**src/rtl/lin_hdr_pkg.sv**
```systemverilog
`timescale 1ns/1ps
package lin_hdr_pkg;
    typedef enum logic [1:0] {
        ST_IDLE    = 2'd0,
        ST_WAIT_HI = 2'd1,
        ST_ARMED   = 2'd2,
        ST_WIN     = 2'd3
    } win_st_e;
endpackage

```
**src/rtl/lin_rx_sync.sv**
```systemverilog
`timescale 1ns/1ps
// Synchronizer chain on the receive line, plus falling-edge detection on its output.
module lin_rx_sync #(
    parameter int STAGES = 2
) (
    input  logic clk,
    input  logic rst,
    input  logic rxd_i,
    output logic rx_s,
    output logic fall
);
    typedef struct packed {
        logic [STAGES-1:0] chain;
        logic              prev;
    } sync_st_t;

    sync_st_t q, d;

    always_comb begin
        d       = q;
        d.chain = {q.chain[STAGES-2:0], rxd_i};
        d.prev  = q.chain[STAGES-1];
    end

    always_ff @(posedge clk) begin
        if (rst) begin
            q.chain <= '1;
            q.prev  <= 1'b1;
        end else begin
            q <= d;
        end
    end

    assign rx_s = q.chain[STAGES-1];
    assign fall = q.prev & ~q.chain[STAGES-1];
endmodule

```
**src/rtl/lin_brk_det.sv**
```systemverilog
`timescale 1ns/1ps
// Measures runs of low level on the synchronized line and keeps the sticky break flag.
module lin_brk_det #(
    parameter int BIT_W    = 16,
    parameter int BRK_BITS = 11
) (
    input  logic             clk,
    input  logic             rst,
    input  logic             rx_s,
    input  logic             en,
    input  logic             clr,
    input  logic [BIT_W-1:0] bit_time,
    output logic             hit,
    output logic             flag
);
    localparam int LOW_W = BIT_W + $clog2(BRK_BITS + 1);

    typedef struct packed {
        logic [LOW_W-1:0] low;
        logic             flag;
    } brk_st_t;

    brk_st_t          q, d;
    logic [LOW_W-1:0] thr;

    assign thr = LOW_W'(BRK_BITS) * LOW_W'(bit_time);

    always_comb begin
        d   = q;
        hit = en & ~rx_s & (q.low == thr - LOW_W'(1));
        if (rx_s)
            d.low = '0;
        else if (q.low < thr)
            d.low = q.low + LOW_W'(1);
        d.flag = hit | (q.flag & ~clr);
    end

    always_ff @(posedge clk) begin
        if (rst) begin
            q <= '0;
        end else begin
            q <= d;
        end
    end

    assign flag = q.flag;

    assert_flag_cause_R1: assert property (@(posedge clk) disable iff (rst)
        $rose(q.flag) |-> $past(hit));
    assert_flag_wins_R3: assert property (@(posedge clk) disable iff (rst)
        hit |=> q.flag);
    assert_no_hit_disabled_R2: assert property (@(posedge clk) disable iff (rst)
        !en |-> !hit);
endmodule

```
**src/rtl/lin_sync_win.sv**
```systemverilog
`timescale 1ns/1ps
// Arms after a break and counts sync-field falling edges. Times the window, latches the count, aborts on timeout.
module lin_sync_win
    import lin_hdr_pkg::*;
#(
    parameter int BIT_W    = 16,
    parameter int CNT_W    = 20,
    parameter int EDGES    = 5,
    parameter int TMO_BITS = 16
) (
    input  logic             clk,
    input  logic             rst,
    input  logic             rx_s,
    input  logic             fall,
    input  logic             hit,
    input  logic [BIT_W-1:0] bit_time,
    output logic             win,
    output logic [CNT_W-1:0] meas,
    output logic             done
);
    localparam int EW = $clog2(EDGES + 1);

    typedef struct packed {
        win_st_e          st;
        logic             win;
        logic [CNT_W-1:0] cnt;
        logic [EW-1:0]    edges;
        logic [CNT_W-1:0] meas;
        logic             done;
    } win_st_t;

    win_st_t          q, d;
    logic [CNT_W-1:0] tmo;

    assign tmo = CNT_W'(TMO_BITS) * CNT_W'(bit_time);

    always_comb begin
        d      = q;
        d.done = 1'b0;
        if (hit) begin
            d.st  = ST_WAIT_HI;
            d.win = 1'b0;
        end else begin
            unique case (q.st)
                ST_WAIT_HI: if (rx_s) d.st = ST_ARMED;
                ST_ARMED: if (fall) begin
                    d.st    = ST_WIN;
                    d.win   = 1'b1;
                    d.cnt   = CNT_W'(1);
                    d.edges = EW'(1);
                end
                ST_WIN: begin
                    if (fall && q.edges == EW'(EDGES - 1)) begin
                        d.meas = q.cnt;
                        d.done = 1'b1;
                        d.win  = 1'b0;
                        d.st   = ST_IDLE;
                    end else if (q.cnt >= tmo) begin
                        d.win = 1'b0;
                        d.st  = ST_IDLE;
                    end else begin
                        d.cnt = q.cnt + CNT_W'(1);
                        if (fall) d.edges = q.edges + EW'(1);
                    end
                end
                default: ;
            endcase
        end
    end

    always_ff @(posedge clk) begin
        if (rst) begin
            q <= '{st: ST_IDLE, win: 1'b0, cnt: '0, edges: '0, meas: '0, done: 1'b0};
        end else begin
            q <= d;
        end
    end

    assign win  = q.win;
    assign meas = q.meas;
    assign done = q.done;

    assert_win_opens_on_fall_R4: assert property (@(posedge clk) disable iff (rst)
        $rose(q.win) |-> $past(fall));
    assert_done_closes_win_R6: assert property (@(posedge clk) disable iff (rst)
        q.done |-> (!q.win && $past(q.win)));
    assert_done_single_R6: assert property (@(posedge clk) disable iff (rst)
        q.done |=> !q.done);
    assert_win_bounded_R7: assert property (@(posedge clk) disable iff (rst)
        q.win |-> (q.cnt <= tmo));
endmodule

```
**src/rtl/lin_hdr_detect.sv**
```systemverilog
`timescale 1ns/1ps
module lin_hdr_detect #(
    parameter int BIT_W    = 16,
    parameter int CNT_W    = 20,
    parameter int SYNC_FF  = 2,
    parameter int BRK_BITS = 11,
    parameter int EDGES    = 5,
    parameter int TMO_BITS = 16
) (
    input  logic             clk,
    input  logic             rst,
    input  logic             rxd_i,
    input  logic [BIT_W-1:0] bit_time_i,
    input  logic             brk_en_i,
    input  logic             brk_clr_i,
    output logic             brk_flag_o,
    output logic             win_o,
    output logic [CNT_W-1:0] meas_o,
    output logic             done_o
);
    logic rx_s, fall, hit;

    lin_rx_sync #(.STAGES(SYNC_FF)) u_sync (
        .clk  (clk),
        .rst  (rst),
        .rxd_i(rxd_i),
        .rx_s (rx_s),
        .fall (fall)
    );

    lin_brk_det #(.BIT_W(BIT_W), .BRK_BITS(BRK_BITS)) u_brk (
        .clk     (clk),
        .rst     (rst),
        .rx_s    (rx_s),
        .en      (brk_en_i),
        .clr     (brk_clr_i),
        .bit_time(bit_time_i),
        .hit     (hit),
        .flag    (brk_flag_o)
    );

    lin_sync_win #(.BIT_W(BIT_W), .CNT_W(CNT_W), .EDGES(EDGES), .TMO_BITS(TMO_BITS)) u_win (
        .clk     (clk),
        .rst     (rst),
        .rx_s    (rx_s),
        .fall    (fall),
        .hit     (hit),
        .bit_time(bit_time_i),
        .win     (win_o),
        .meas    (meas_o),
        .done    (done_o)
    );
endmodule

```
**config.mk**
```make
export PLATFORM = sky130hd
export DESIGN_NAME = lin_hdr_detect
export DESIGN_NICKNAME = d
export VERILOG_FILES = /design/src/rtl/lin_hdr_pkg.sv /design/src/rtl/lin_rx_sync.sv /design/src/rtl/lin_brk_det.sv /design/src/rtl/lin_sync_win.sv /design/src/rtl/lin_hdr_detect.sv
export SDC_FILE = /design/constraint.sdc
export NUM_CORES = 1
export LEC_CHECK = 0
export ABC_AREA = 1
export BUFFER_PORTS_ARGS = -buffer_cell sky130_fd_sc_hd__buf_2
export CORE_AREA = 5 5 125 127
export DETAILED_ROUTE_END_ITERATION = 6
export DIE_AREA = 0 0 130 132
export PLACE_DENSITY = 0.72
export SLEW_MARGIN = 20
export SYNTH_ARGS = -nofsm -noshare
export SYNTH_HDL_FRONTEND = slang
export SYNTH_SLANG_ARGS = --single-unit
```
**constraint.sdc**
```tcl
create_clock -name clk -period 6.43 [get_ports clk]
set_input_delay 0.9645 -clock clk [delete_from_list [all_inputs] [get_ports clk]]
set_output_delay 0.9645 -clock clk [all_outputs]
set_load 0.02 [all_outputs]
```
# ---- After elaboration in Yosys (flattened, before gate mapping)
# Index checks and enable logic that the tools add are counted.
dict set report totals {
  regBits 71
  latch_bits 0
  mem_bits_rw 0
  rom_bits 0
  in_bits 21
  out_inout_bits 23
  word_cells 65
  mem_count 0
}
dict set report op_classes {
  add_sub_neg 4
  multipliers 1
  div_mod_pow 0
  n_lt_le_gt_ge 2
  eq_ne 14
  shift 0
  muxes 11
  n_bitwise 9
  n_reduce_logical 13
}
# op count
set ops {}
lappend ops {{case mux 24 bit (2 select lines)} 1}
lappend ops {{two-way mux 23 bit} 2}
lappend ops {{adder 20 x 1 -> 20 bit, second input constant} 2}
lappend ops {{two-way mux 26 bit} 1}
lappend ops {{== test 20 bit} 1}
lappend ops {{>= comparator 20 bit} 1}
lappend ops {{less-than comparator 20 bit} 1}
lappend ops {{multiplier 4 x 16 -> 20 bit, first input constant} 1}
lappend ops {{subtractor 20 x 1 -> 20 bit, second input constant} 1}
lappend ops {{two-way mux 3 bit} 3}
lappend ops {{AND reduction 4 bit} 2}
lappend ops {{!= test 2 bit, second input constant} 3}
lappend ops {{case mux 2 bit (3 select lines)} 1}
lappend ops {{AND reduction 3 bit} 2}
lappend ops {{AND reduction 6 bit} 1}
lappend ops {{AND reduction 5 bit} 1}
lappend ops {{bitwise AND 1 bit} 4}
lappend ops {{== test 2 bit, second input constant} 2}
lappend ops {{two-way mux 2 bit} 2}
lappend ops {{!= test 2 x 1 -> 1 bit, second input constant} 2}
lappend ops {{!= test 4 x 2 -> 1 bit, second input constant} 1}
lappend ops {{inverter 1 bit} 4}
lappend ops {{nonzero test 4 bit} 1}
lappend ops {{OR reduction 2 bit} 2}
lappend ops {{12 further kinds} 12}

# ---- Longest topological paths before layout
# Gate-level depths: netlist of run 1.
dict set report depth {
  ltp_word 7
  mapped_depth 31
  ltp_nobuf 31
}

# ---- By module
# From an unflattened synthesis of run 1, not the netlist that was laid out.
dict set report hier_totals {
  cells_unflattened 1254
  hier_area_um2 7533.5
}
# module instances cells_per_inst area_per_inst_um2
set by_module_without_submodules {}
lappend by_module_without_submodules {lin_brk_det 1 774 4346.7}
lappend by_module_without_submodules {lin_sync_win 1 468 3093.0}
lappend by_module_without_submodules {lin_rx_sync 1 12 93.8}

# ---- Worst setup path before layout of run 1
# No wires, ideal clock.
dict set report synth_path {
  kind {input-to-reg}
  startpoint {input port bit_time_i[4]}
  endpoint {register u_brk.q[18] in the netlist's numbering}
  arrival_time_ns 4.754
  required_time_ns 6.350
  path_slack_ns 1.596
  stages 28
  path_cell_list {ha_1 -> inv_1 -> fa_1 -> inv_1 -> ha_1 -> nand2_2 -> inv_2 -> a21oi_1 -> nand2_1 -> nand2_1 -> nand3_1 -> nand2_1 -> inv_1 -> ha_1 -> a21oi_1 -> o21ai_0 -> a21oi_1 -> nand3_1 -> inv_1 -> nand2_1 -> nor2_1 -> nand3_1 -> nor2_1 -> inv_1 -> nor2_1 -> nand3_1 -> nand2_1 -> nor3b_1}
}
dict set report synth_between {
  elab_chain_cells 2
}
# element line
set synth_lines {}
lappend synth_lines {{start: declaration} lin_hdr_detect.sv:13} ;# input logic [BIT_W-1:0] bit_time_i,
lappend synth_lines {{multiplier 4 x 16 -> 20 bit} lin_brk_det.sv:26} ;# assign thr = LOW_W'(BRK_BITS) * LOW_W'(bit_time);
lappend synth_lines {{less-than comparator 20 bit} lin_brk_det.sv:33} ;# else if (q.low < thr)
lappend synth_lines {{end signal: assignment} lin_brk_det.sv:40} ;# q <= '0;
lappend synth_lines {{end signal: assignment} lin_brk_det.sv:42} ;# q <= d;
lappend synth_lines {{end: declaration} lin_brk_det.sv:23} ;# brk_st_t q, d;
# No other way between the ends.
# A chain may end at the register's enable or synchronous reset.

# ---- Worst setup path after layout of run 1
# Ends and elaborated chain as after synthesis.

==> metrics.cfg, run 1 <==
[cts]
cts_resized=0
cts_buffers=9
cts_tree=built
cts.sinks=71
cts-root-buf=clkbuf_16
cts_setup_buffers=0
clkTransAtPathRegs_ns=0.06
clk_latency_ns=0.35
htreeDepth=3
clk_path_buf_depth=2
cts_hold_buf=0

[die]
rows=44
initial_core_util_pct=50.85
die_h_um=132
die_area_um2=17160
die_w_um=130
core_um2=14310
io_pins=44

[timing]
fin_tns_setup_ns=0
setup_viol=0
clock_skew_ns=0.007454
slew_viol_final=0
worst_pin_slew_ns=0.8668
worst_hold_slack_ns=0.4132
relSlewSlack_pct=42.21
finalHoldViolations=0
min_period_over_period_pct=84.05
finalCriticalPeriod_ns=5.405
grt_setup_unrepaired=false
max_freq_mhz=185.0
layout_setup_ws_ns=1.025

[place]
dp_slack_ns=0.6882
place_inst=1339
gp_congestion=0.9059
port_buffers=43
hpwl_mm=13.85

[power]
p_int_mw=1.044
clock_power_share_pct=34.5
pwr_density_cell_nw_per_um2=220.2
leakage_nw=3.757
power.switching_mw=0.6748
sw_frac_of_total_pct=39.26
vdd_drop_max_mv=0.1874
seqPwrFrac_pct=25.7
power_mw=1.719
combPwrFrac_pct=39.9

[run]
cap_violations=0

[cells_and_area]
instances_no_fill=1355
drive_above_1_share_pct=9.223
fillers=1453
seqCellArea_um2=1421
area_growth_pct=7.255
num_antenna_cells=0
nets=1278
multi_input_area_um2=4832

[detailed_routing]
finalWirelength_mm=17.44
wire_per_inst_um=12.87
first_iter_violations=287
ant_nets=0
viasPerCell=5.258
drt_pass1_iterations=5
drc=0
vias=7124

[critical_path]
required_ns=6.70
start_kind=primary input
worstPathMaxFanout=9
cpMaxStageDelayCell=fa_1
cp-end-kind=flop
worstSetupPathType=in -> reg
max_stage_delay_ns=0.49
crit_arrival_ns=5.68

[grt]
overflow=0
antenna_found_initial=1
grt_pass1_wl_mm=29.77
track_usage_pct=20.92
grt_max_degree=51
grt_pass1_vias=6672

[yosys]
syn_nets=1264
syn_area_um2=7278
ys.flop_type=dfxtp_1
synthTopCellsByCount=nand2_1 (321), inv_1 (183), nor2_1 (89), a21oi_1 (87), ha_1 (78)
yosys_warnings=0
synth.most_common_cell=nand2_1
synth-seq-area-share_pct=19.53
synthArstFlopShare_pct=0
synth_top_area_share_pct=19.53
synth-seq-cells=71
avgSynthCellArea_um2=6.318
synth_cell_type_count=41
yosys-top-cells-area=dfxtp_1 (20%), nand2_1 (17%), ha_1 (13%), inv_1 (9.4%), a21oi_1 (6.0%)
yosysTopAreaCell=dfxtp_1
synth_edf_count=0
syn_inst=1152

[worst_hold_path]
hp-class=reg -> reg

[outcome]
status=finished clean

[metrics by stage]
stage               util [%]  instance area [µm²]
floorplan                  -                 7278
global placement       52.12                 7461
detailed placement     52.12                 7461
CTS                    54.54                 7806
global route           54.54                 7806
finish                 54.54                 7806
[per-layer routing]
layer	part of all wire (%)	global-route usage [%]	wire, µm	up-vias
met1	44	25.92	7627	3212
met5	0.057	0	10	-
met3	4.3	3.566	757	33
met4	2.2	7.044	382	2
met2	50	36.39	8660	158
li1	-	-	-	3719
[layout make-up]
| class | instances | area share [%] |
|---|---|---|
| sequential | 71 | 18.21 |
| timing repair buffer | 49 | 3.334 |
| multi-input combinational | 844 | 61.90 |
| tap | 184 | 2.949 |
| clock inverter | 6 | 1.491 |
| clock buffer | 10 | 2.933 |
| inverter | 191 | 9.184 |
[final timing paths]
check,slack (ns),startpoint,to,depth (start not counted)
worst min register to register,0.41,u_sync.d[2],u_sync.rx_s,1
worst min-delay path,0.41,u_sync.d[2],u_sync.rx_s,1
worst max-delay path,1.03,bit_time_i[4],u_brk.q[18],29
worst max register to register,3.40,u_brk.q[1],u_win.q[24],19
[cells by family (layout without fill, tap and decap cells)]
logic type | count (synthesis) | count (layout) | share of synthesized area, %
AND/OR/NAND/NOR | 608 | 608 | 37.22
flip-flops | 71 | 71 | 19.53
AO/OA/AOI/OAI | 120 | 120 | 8.991
adder cells (fa/ha/maj) | 91 | 91 | 16.98
buffers and inverters | 237 | 256 | 14.08
XOR/XNOR | 25 | 25 | 3.197
[flip-flops by register name, summed over array words and instances, names as in the netlist]
register     count
u_win.done       1
u_win.win        1
u_sync.q         1
u_win.q         25
u_brk.flag       1
u_brk.q         20
u_win.meas      20
u_sync.d         1
u_sync.rx_s      1
[power groups by stage]
stage	Clock (mW)	Sequential, mW	Combinational [mW]
after detailed placement	0	0.451	0.681
after floorplan	0	0.451	0.536
after CTS	0.602	0.441	0.684
after global routing	0.622	0.441	0.798
final	0.593	0.441	0.685
after global placement	0	0.451	0.670
[worst max-delay path: cells and delay by family]
| family | cells | cell delay (ns) |
|---|---|---|
| compound gates | 4 | 0.66 |
| fa+ha+maj | 4 | 1.46 |
| buf+inv | 7 | 0.63 |
| simple gates | 14 | 1.96 |
[placed cells by master, fill, tap and decap left out, drive strengths merged, types with 17 or more instances in the layout]
master / Yosys / routed
a21oi: 88 / 88
o21ai: 17 / 17
inv: 190 / 191
ha: 78 / 78
dfxtp: 71 / 71
buf: 33 / 49
nand3: 84 / 84
nor2: 100 / 100
xor2: 18 / 18
nor3: 19 / 19
nand4: 54 / 54
nand2: 333 / 333
Note: power is estimated with default switching activity, not from simulation.
==> inputs of run 2 (changes only) <==
--- a/config.mk
+++ b/config.mk
@@ -10,7 +10,7 @@
 export CORE_AREA = 5 5 125 127
 export DETAILED_ROUTE_END_ITERATION = 6
 export DIE_AREA = 0 0 130 132
-export PLACE_DENSITY = 0.72
+export PLACE_DENSITY = 0.74
 export SLEW_MARGIN = 20
 export SYNTH_ARGS = -nofsm -noshare
 export SYNTH_HDL_FRONTEND = slang
==> constraint.sdc (replaced) <==
create_clock -name clk -period 4.8 [get_ports clk]
set_input_delay 0.72 -clock clk [delete_from_list [all_inputs] [get_ports clk]]
set_output_delay 0.72 -clock clk [all_outputs]
set_load 0.02 [all_outputs]
==> run 2 against run 1 <==
Combinational power grew 64%; critical path depth increased by 2; first-iteration DRC count is 17% higher; power up 37%; clock power up 6.9%; setup slack worse by 0.62 ns; utilization grew 3.7 points; largest cell class unchanged; largest power group unchanged.
==> metrics.cfg, run 2 (same netlist as run 1, synthesis figures left out) <==
[outcome]
status=finished clean

[worst_hold_path]
hp-start=u_sync.d[2]
holdPathEnd=u_sync.rx_s
worstHoldPathCells=1  ; unchanged
hp-class=reg -> reg

[cells_and_area]
fin_area_um2=8337  ; +6.8%
final_common_cell=nand2_1
final_util_pct=58.24  ; +3.7 points
area_growth_pct=14.54
regMostFlops=u_win.q
layout_common_cells=nand2_1 (313), inv_1 (182), nor2_1 (84), a21oi_1 (84), nand3_1 (74)
drive_above_1_share_pct=15.85  ; +6.6 points
nets=1331  ; +4.1%
largest_reg_flops=25  ; unchanged

[critical_path]
cp_num_buf_inv=8  ; +1
max_stage_delay_ns=0.49  ; about the same
reg2reg_depth=18  ; -1
worstSetupPathType=in -> reg
path_delay_family=simple AND/OR/NAND/NOR gates
start_kind=primary input
cpMaxStageDelayCell=fa_1
rr_endpoint=u_win.q[24]
cp-end-kind=flop
cp_common_cell=inv_1
r2r-start=u_brk.q[1]
required_ns=5.10  ; -1.60 ns
reg2reg_slack_ns=2.07  ; -1.33 ns
worstPathMaxFanout=5  ; -4
crit_arrival_ns=4.69  ; -0.99 ns

[cts]
htreeDepth=3  ; unchanged
clk_path_buf_depth=2  ; unchanged
cts_buffers=9  ; unchanged
clk_latency_ns=0.35  ; about the same
cts_tree=built
cts-root-buf=clkbuf_16
clkTransAtPathRegs_ns=0.06  ; about the same
cts_hold_buf=0  ; unchanged
cts.sinks=71  ; unchanged

[detailed_routing]
drt_pass1_iterations=5  ; unchanged
viasPerCell=5.186  ; -1.4%
first_iter_violations=337  ; +17%
drc=0  ; unchanged
vias=7307  ; +2.6%
ant_nets=0  ; unchanged
wire_per_inst_um=12.85  ; -0.17%
finalWirelength_mm=18.10  ; +3.8%

[grt]
grt_pass1_wl_mm=30.96  ; +4.0%
grt_pass1_vias=6938  ; +4.0%
track_usage_pct=21.63  ; +0.71 points
antenna_found_initial=0  ; -1
grt_max_degree=50  ; -2.0%
overflow=0  ; unchanged

[timing]
clock_skew_ns=0.007606  ; +0.0001527 ns
finalCriticalPeriod_ns=4.394
grt_setup_unrepaired=false
min_period_over_period_pct=91.55
finalHoldViolations=0  ; unchanged
relSlewSlack_pct=41.72  ; -0.49 points
worst_pin_slew_ns=0.8742  ; +0.007335 ns
max_freq_mhz=227.6
setup_viol=0  ; unchanged
layout_setup_ws_ns=0.4056  ; -0.6198 ns
slew_viol_final=0  ; unchanged

[power]
vdd_drop_max_mv=0.1813  ; -3.3%
pwr_density_cell_nw_per_um2=281.6  ; +28%
leakage_nw=3.980  ; +5.9%
power_mw=2.347  ; +37%

[die]
core_um2=14310  ; unchanged
io_pins=44  ; unchanged
die_w_um=130  ; unchanged
initial_core_util_pct=50.85  ; unchanged
rows=44  ; unchanged
die_area_um2=17160  ; unchanged
die_h_um=132  ; unchanged

[place]
dp_slack_ns=-0.1889  ; -0.8771 ns
dpl_cell_area_um2=7844  ; +5.1%
port_buffers=43  ; unchanged
hpwl_mm=14.30  ; +3.2%
gp_congestion=0.9277  ; +2.4%

[run]
cap_violations=0  ; unchanged

==> run 2: changes by cell type in the layout (fill, tap and decap cells not counted), moves of 3 or more <==
cell	previous run	this run
ha_1	78	67
nor3_1	19	16
nand2_1	321	313
clkinvlp_4	0	3
nor2_1	89	84
buf_4	6	59
a21oi_1	87	84
bufinv_16	3	0
nor2_2	10	14
ha_4	0	10
nor3_2	0	3
a21oi_2	1	4
nand2_2	12	20
==> run 2: cell type report <==
class | instances | area (µm²)
multi-input cells | 844 | 5034
diodes | 1 | 2.502
flip-flops and latches | 71 | 1421
clock buffers | 10 | 229.0
well taps | 184 | 230.2
clock inverters | 6 | 45.04
fillers | 1383 | 5977
inverters | 191 | 716.9
repair buffers | 102 | 658.1
==> run 2: power by group <==
| group | leakage (nW) | switching, mW | total [mW] | internal [mW] |
|---|---|---|---|---|
| Combinational | 3.28 | 0.675 | 1.12 | 0.448 |
| Sequential | 0.572 | 0.000549 | 0.591 | 0.590 |
| Clock | 0.125 | 0.282 | 0.634 | 0.352 |
| Total | 3.98 | 0.958 | 2.35 | 1.39 |
==> run 2: timing repair <==
item,CTS,global route
resized for setup,0,36
endpoints found under the setup margin,0,11
buffers inserted,0,2
==> run 2: per-stage QoR <==
step                TNS, ns  hold WS, ns  std cells
floorplan                 0       0.3895       1152
global placement    -0.1332       0.4007       1390
detailed placement  -0.8962       0.3955       1390
CTS                       0       0.4044       1406
global route              0       0.4273       1408
finish                    0       0.4012       1409
==> run 2: worst max path at each step <==
stage / slack, ns / from / cells past startpoint / endpoint
floorplan: 0.21 / bit_time_i[4] / 28 / u_brk.q[18]
global placement: -0.04 / bit_time_i[4] / 30 / u_brk.q[16]
detailed placement: -0.19 / bit_time_i[3] / 30 / u_brk.q[16]
CTS: 0.14 / bit_time_i[3] / 30 / u_brk.q[18]
global route: 0.009 / bit_time_i[12] / 31 / u_brk.q[16]
finish: 0.41 / bit_time_i[12] / 31 / u_brk.q[14]
==> run 2: routing by layer <==
metal  global-route usage [%]  routed length (µm)  vias up
met1                    26.89                7881     3268
met4                    6.813                 437        0
li1                         -                   -     3825
met2                    37.31                9023      177
met5                        0                   0        -
met3                    4.295                 761       37
